File: src/rtl/pp_switch_pkg.sv
package pp_switch_pkg;

    typedef enum logic [1:0] {
        PATH_GAP = 2'd0,
        PATH_ADP = 2'd1,
        PATH_BAT = 2'd2
    } path_e;

    function automatic int unsigned cnt_width(input int unsigned span);
        return (span > 1) ? $clog2(span) : 1;
    endfunction

endpackage

File: src/rtl/pp_flag_filter.sv
module pp_flag_filter #(
    parameter int unsigned RISE_TICKS = 4,
    parameter int unsigned FALL_TICKS = 1
) (
    input  logic clk,
    input  logic rst,
    input  logic din,
    output logic level_o
);
    import pp_switch_pkg::*;

    localparam int unsigned SPAN  = (RISE_TICKS > FALL_TICKS) ? RISE_TICKS : FALL_TICKS;
    localparam int unsigned CNT_W = cnt_width(SPAN);

    generate
        if (RISE_TICKS <= 1 && FALL_TICKS <= 1) begin : g_plain
            logic level_d, level_q;
            always_comb level_d = din;
            always_ff @(posedge clk) begin
                if (rst) level_q <= 1'b0;
                else     level_q <= level_d;
            end
            assign level_o = level_q;
        end else begin : g_count
            localparam logic [CNT_W-1:0] RISE_LAST = CNT_W'(RISE_TICKS - 1);
            localparam logic [CNT_W-1:0] FALL_LAST = CNT_W'(FALL_TICKS - 1);

            typedef struct packed {
                logic             level;
                logic [CNT_W-1:0] cnt;
            } filt_t;

            filt_t cur_q, nxt_d;
            logic [CNT_W-1:0] last;

            always_comb begin
                nxt_d = cur_q;
                last  = din ? RISE_LAST : FALL_LAST;
                if (din == cur_q.level) begin
                    nxt_d.cnt = '0;
                end else if (cur_q.cnt == last) begin
                    nxt_d.level = din;
                    nxt_d.cnt   = '0;
                end else begin
                    nxt_d.cnt = cur_q.cnt + 1'b1;
                end
            end

            always_ff @(posedge clk) begin
                if (rst) cur_q <= '0;
                else     cur_q <= nxt_d;
            end

            assign level_o = cur_q.level;


            cnt_bound_chk: assert property (@(posedge clk) disable iff (rst)
                cur_q.cnt <= ((RISE_LAST > FALL_LAST) ? RISE_LAST : FALL_LAST));
        end
    endgenerate


    rise_needs_input_chk: assert property (@(posedge clk) disable iff (rst)
        $rose(level_o) |-> $past(din));


    fall_needs_input_chk: assert property (@(posedge clk) disable iff (rst)
        $fell(level_o) |-> !$past(din));

endmodule

File: src/rtl/pp_path_arbiter.sv
module pp_path_arbiter #(
    parameter int unsigned DEAD_TICKS = 64
) (
    input  logic clk,
    input  logic rst,
    input  logic want_adp_i,
    output logic in_en_o,
    output logic bat_en_o
);
    import pp_switch_pkg::*;

    localparam int unsigned      CNT_W     = cnt_width(DEAD_TICKS);
    localparam logic [CNT_W-1:0] DEAD_LAST = CNT_W'(DEAD_TICKS - 1);

    typedef struct packed {
        path_e            state;
        logic [CNT_W-1:0] cnt;
    } arb_t;

    arb_t cur_q, nxt_d;

    always_comb begin
        nxt_d = cur_q;
        case (cur_q.state)
            PATH_ADP: begin
                if (!want_adp_i) begin
                    nxt_d.state = PATH_GAP;
                    nxt_d.cnt   = '0;
                end
            end
            PATH_BAT: begin
                if (want_adp_i) begin
                    nxt_d.state = PATH_GAP;
                    nxt_d.cnt   = '0;
                end
            end
            default: begin
                if (cur_q.cnt == DEAD_LAST) begin
                    nxt_d.state = want_adp_i ? PATH_ADP : PATH_BAT;
                    nxt_d.cnt   = '0;
                end else begin
                    nxt_d.cnt = cur_q.cnt + 1'b1;
                end
            end
        endcase
    end

    always_ff @(posedge clk) begin
        if (rst) cur_q <= '{state: PATH_GAP, cnt: '0};
        else     cur_q <= nxt_d;
    end

    assign in_en_o  = (cur_q.state == PATH_ADP);
    assign bat_en_o = (cur_q.state == PATH_BAT);


    never_both_chk: assert property (@(posedge clk) disable iff (rst)
        !(in_en_o && bat_en_o));


    adp_after_gap_chk: assert property (@(posedge clk) disable iff (rst)
        $rose(in_en_o) |-> $past(!bat_en_o));


    bat_after_gap_chk: assert property (@(posedge clk) disable iff (rst)
        $rose(bat_en_o) |-> $past(!in_en_o));


    gap_count_chk: assert property (@(posedge clk) disable iff (rst)
        (cur_q.state != PATH_GAP) |-> (cur_q.cnt == '0));

endmodule

File: src/rtl/pp_switch_seq.sv
module pp_switch_seq #(
    parameter int unsigned DEAD_TICKS    = 64,
    parameter int unsigned SLEEP_TICKS   = 1000,
    parameter int unsigned ABV_ON_TICKS  = 500,
    parameter int unsigned ABV_OFF_TICKS = 20
) (
    input  logic clk,
    input  logic rst,
    input  logic adp_ok,
    input  logic ovp,
    input  logic sleep,
    input  logic adp_gt_bat,
    output logic in_gate_en,
    output logic bat_gate_en
);

    logic sleep_f;
    logic abv_f;
    logic want_adp;

    pp_flag_filter #(
        .RISE_TICKS (SLEEP_TICKS),
        .FALL_TICKS (1)
    ) u_sleep_filt (
        .clk     (clk),
        .rst     (rst),
        .din     (sleep),
        .level_o (sleep_f)
    );

    pp_flag_filter #(
        .RISE_TICKS (ABV_ON_TICKS),
        .FALL_TICKS (ABV_OFF_TICKS)
    ) u_abv_filt (
        .clk     (clk),
        .rst     (rst),
        .din     (adp_gt_bat),
        .level_o (abv_f)
    );

    always_comb want_adp = adp_ok && !ovp && !sleep_f && abv_f;

    pp_path_arbiter #(
        .DEAD_TICKS (DEAD_TICKS)
    ) u_arb (
        .clk        (clk),
        .rst        (rst),
        .want_adp_i (want_adp),
        .in_en_o    (in_gate_en),
        .bat_en_o   (bat_gate_en)
    );


    ovp_drop_chk: assert property (@(posedge clk) disable iff (rst)
        ovp |=> !in_gate_en);


    adp_loss_chk: assert property (@(posedge clk) disable iff (rst)
        !adp_ok |=> !in_gate_en);


    sleep_drop_chk: assert property (@(posedge clk) disable iff (rst)
        sleep_f |=> !in_gate_en);


    abv_drop_chk: assert property (@(posedge clk) disable iff (rst)
        !abv_f |=> !in_gate_en);

endmodule

File: config.mk
export PLATFORM = sky130hd
export DESIGN_NAME = pp_switch_seq
export DESIGN_NICKNAME = d
export VERILOG_FILES = /design/src/rtl/pp_switch_pkg.sv /design/src/rtl/pp_flag_filter.sv /design/src/rtl/pp_path_arbiter.sv /design/src/rtl/pp_switch_seq.sv
export SDC_FILE = /design/constraint.sdc
export NUM_CORES = 1
export LEC_CHECK = 0
export BUFFER_PORTS_ARGS = -buffer_cell sky130_fd_sc_hd__buf_2
export CORE_MARGIN = 2
export CORE_UTILIZATION = 25
export DETAILED_ROUTE_END_ITERATION = 7
export HOLD_SLACK_MARGIN = 0.1
export PLACE_DENSITY = 0.37
export SYNTH_ARGS = -nofsm -noshare
export SYNTH_HDL_FRONTEND = slang
export SYNTH_SLANG_ARGS = --single-unit
File: constraint.sdc
create_clock -name clk -period 3.2 [get_ports clk]
set_input_delay 0.16 -clock clk [delete_from_list [all_inputs] [get_ports clk]]
set_output_delay 0.16 -clock clk [all_outputs]
set_load 0.005 [all_outputs]
==> insert_results.sql <==
INSERT INTO impl_metrics (metric_group, metric, value, unit) VALUES
('timing', 'unrepaired_setup_endpoints_after_global_routing', 'no', ''),
('timing', 'timing_worst_slew_pin_value', '729', 'ps'),
('power_and_ir_drop', 'ir_drop', '203', 'µV'),
('critical_path', 'worst_setup_path_endpoint', 'u_arb.cur_q[6]', ''),
('yosys', 'synth-seq-cells', '29', ''),
('timing', 'max-slew-margin-rel', '0.513', ''),
('routing', 'route.vias.total', '1096', ''),
('critical_path', 'worst-r2r-cell-count', '5', ''),
('routing', 'drt_pass1_iterations', '4', ''),
('power_and_ir_drop', 'power_density', '490', 'nW/µm²'),
('critical_path', 'cp_slowest_cell', 'or4b_2', ''),
('yosys', 'post_synthesis_instance_area', '1390', 'µm²'),
('critical_path', 'worst-path-buf-inv', '0', ''),
('cells_and_area', 'most_common_library_cell_in_the_layout_ignoring_fill_and_taps', 'dfxtp_1', ''),
('routing', 'drt_wl_total', '2640', 'µm'),
('cts', 'h-tree-depth', '2', ''),
('routing', 'drt.antenna.violating_nets', '0', ''),
('cts', 'tritoncts', 'built', ''),
('die', 'initial_core_utilization', '0.256', ''),
('yosys', 'sequential_element_share_of_the_synthesized_area', '0.417', ''),
('die', 'floorplan.die_area', '6190', 'µm²'),
('outcome', 'status', 'complete, no violations', ''),
('placement', 'placed_cell_area', '1510', 'µm²'),
('grt', 'grt.total_usage', '0.0969', ''),
('critical_path', 'worstPathRequired', '3400', 'ps'),
('timing', 'final.min_clock_period', '1800', 'ps'),
('hold_path', 'hold_class', 'input pin to register', ''),
('critical_path', 'critical_path_depth', '5', ''),
('critical_path', 'reg2reg_slack', '1400', 'ps'),
('cells_and_area', 'postLayoutCellArea', '1630', 'µm²'),
('placement', 'port-buffer-count', '7', ''),
('yosys', 'netlist_instances', '159', ''),
('cts', 'post_cts.resized_instances', '0', ''),
('critical_path', 'start_kind', 'register', ''),
('critical_path', 'crit_family', 'simple AND/OR/NAND/NOR gates', ''),
('routing', 'drt_drc_violations_left', '0', ''),
('cts', 'tritoncts_num_sinks', '29', ''),
('yosys', 'post-synth-top-area-fraction', '0.417', ''),
('critical_path', 'cp_slowest_stage_delay', '630', 'ps'),
('die', 'io-pin-count', '8', ''),
('cts', 'cts_root_buf', 'clkbuf_8', ''),
('critical_path', 'r2r_end', 'u_arb.cur_q[6]', ''),
('power_and_ir_drop', 'power', '0.799', 'mW'),
('timing', 'final_hold_viol_count', '0', ''),
('critical_path', 'worst_setup_path_category', 'register to register', ''),
('grt', 'maximum_number_of_pins_on_one_net_before_global_route_repair', '11', ''),
('cells_and_area', 'layout.filler_cells', '587', ''),
('grt', 'grt_first_pass_wirelength', '4660', 'µm'),
('cts', 'cts-hold-fix-buffers', '0', ''),
('yosys', 'synth.distinct_cells', '34', ''),
('critical_path', 'endpoint_type_of_the_worst_setup_path', 'register', ''),
('cells_and_area', 'layout.nets', '182', ''),
('yosys', 'synthTopCellsByArea', 'dfxtp_1 42%, xnor2_1 8.2%, nor2_1 7.5%', ''),
('yosys', 'syn_area_per_cell', '8.77', 'µm²'),
('timing', 'finalCritPeriodShare', '0.561', ''),
('die', 'design.core.area', '5440', 'µm²'),
('timing', 'maxClockFrequency', '557', 'MHz'),
('critical_path', 'worstPathCellList', 'ha_1 -> nand3_1 -> o21a_1 -> or4b_2 -> o31ai_1', ''),
('routing', 'first_iter_violations', '31', ''),
('critical_path', 'crit-reg2reg-launch', 'u_arb.cur_q[0]', ''),
('routing', 'avg_wl_per_cell', '10.8', 'µm'),
('yosys', 'synth-warning-count', '0', ''),
('placement', 'detailed_place_hpwl', '1960', 'µm'),
('timing', 'maxSlewViolCount', '0', ''),
('cts', 'clock_path_buffers', '2', ''),
('die', 'die-height', '78.7', 'µm'),
('yosys', 'mappedNetlistNets', '170', ''),
('routing', 'via_per_inst', '4.49', ''),
('cells_and_area', 'synthToLayoutAreaGrowth', '17.0', '%'),
('grt', 'grt_overflow_total', '0', ''),
('run', 'cap_viol_max_count', '0', '');
[registers in the layout (all words and copies together) (netlist names)]
signal                      count
u_abv_filt.g_count.cur_q        9
u_sleep_filt.g_count.cur_q     10
u_abv_filt.level_o              1
u_arb.cur_q                     8
u_sleep_filt.level_o            1
[area by class of cell]
type / count / area (µm²) / share of cell area
Multi-Input combinational cell: 122 / 782 / 0.480
Sequential cell: 29 / 581 / 0.356
Tap cell: 72 / 90.1 / 0.0553
Clock buffer: 6 / 82.6 / 0.0507
Clock inverter: 2 / 37.5 / 0.0230
Timing Repair Buffer: 7 / 35.0 / 0.0215
Inverter: 6 / 22.5 / 0.0138
[synth_stat cells, drive strengths merged]
cell / n
a211o: 1
a21boi: 2
a21oi: 5
a41o: 1
and2: 3
and4: 1
and4bb: 1
buf: 1
clkbuf: 1
dfxtp: 29
ha: 5
inv: 6
mux2: 1
mux2i: 2
nand2: 13
nand3: 11
nand4: 2
nand4b: 3
nand4bb: 1
nor2: 28
nor2b: 2
nor3: 6
nor4: 2
o21a: 1
o21ai: 3
o22ai: 1
o311ai: 1
o31ai: 3
or4: 3
or4b: 1
xnor2: 13
xor2: 6
[metrics by stage]
stage               utilization  instances  worst slack (ps)
floorplan                     -        159              1530
global placement          0.278        236              1450
detailed placement        0.278        236              1420
CTS                       0.300        244              1410
global route              0.300        244              1260
finish                    0.300        244              1400
[power breakdown]
part	switching (mW)	leakage, nW	total (mW)	internal, mW
clock network	0.147	0.0574	0.400	0.253
registers	0.00607	0.235	0.372	0.366
logic	0.0152	0.254	0.0269	0.0118
total	0.168	0.546	0.799	0.631
[worst register-to-register path: cells and delay by family (launching register included)]
kind	cells	cell delay [ps]
fa+ha+maj	1	220
flops	1	410
simple gates	2	780
compound gates	2	320
[how the worst min path moves through the flow]
| stage | startpoint | endpoint | cells after the start |
|---|---|---|---|
| final | rst | u_arb.cur_q[4] | 2 |
| after global routing | adp_gt_bat | u_abv_filt.level_o | 2 |
| after CTS | adp_gt_bat | u_abv_filt.level_o | 2 |
| after detailed placement | u_abv_filt.g_count.cur_q[0] | u_abv_filt.g_count.cur_q[0] | 1 |
| after global placement | u_abv_filt.g_count.cur_q[0] | u_abv_filt.g_count.cur_q[0] | 1 |
| after floorplan | adp_gt_bat | u_abv_filt.level_o | 1 |
[per-layer routing]
| metal | global-route usage | share of wire | vias up |
|---|---|---|---|
| li1 | - | - | 577 |
| met2 | 0.161 | 0.49 | 6 |
| met5 | 0 | 0 | - |
| met3 | 0.0379 | 0.029 | 5 |
| met4 | 0.0474 | 0.016 | 0 |
| met1 | 0.108 | 0.46 | 508 |
[cells by family after synthesis]
logic type      Yosys count  synth area share
compound gates           18            0.0907
buf+inv                   8            0.0224
simple gates             77             0.281
xor+xnor                 19             0.119
flops                    29             0.417
fa+ha+maj                 5            0.0449
mux                       3            0.0251
Power figures use the tool's default switching activity.
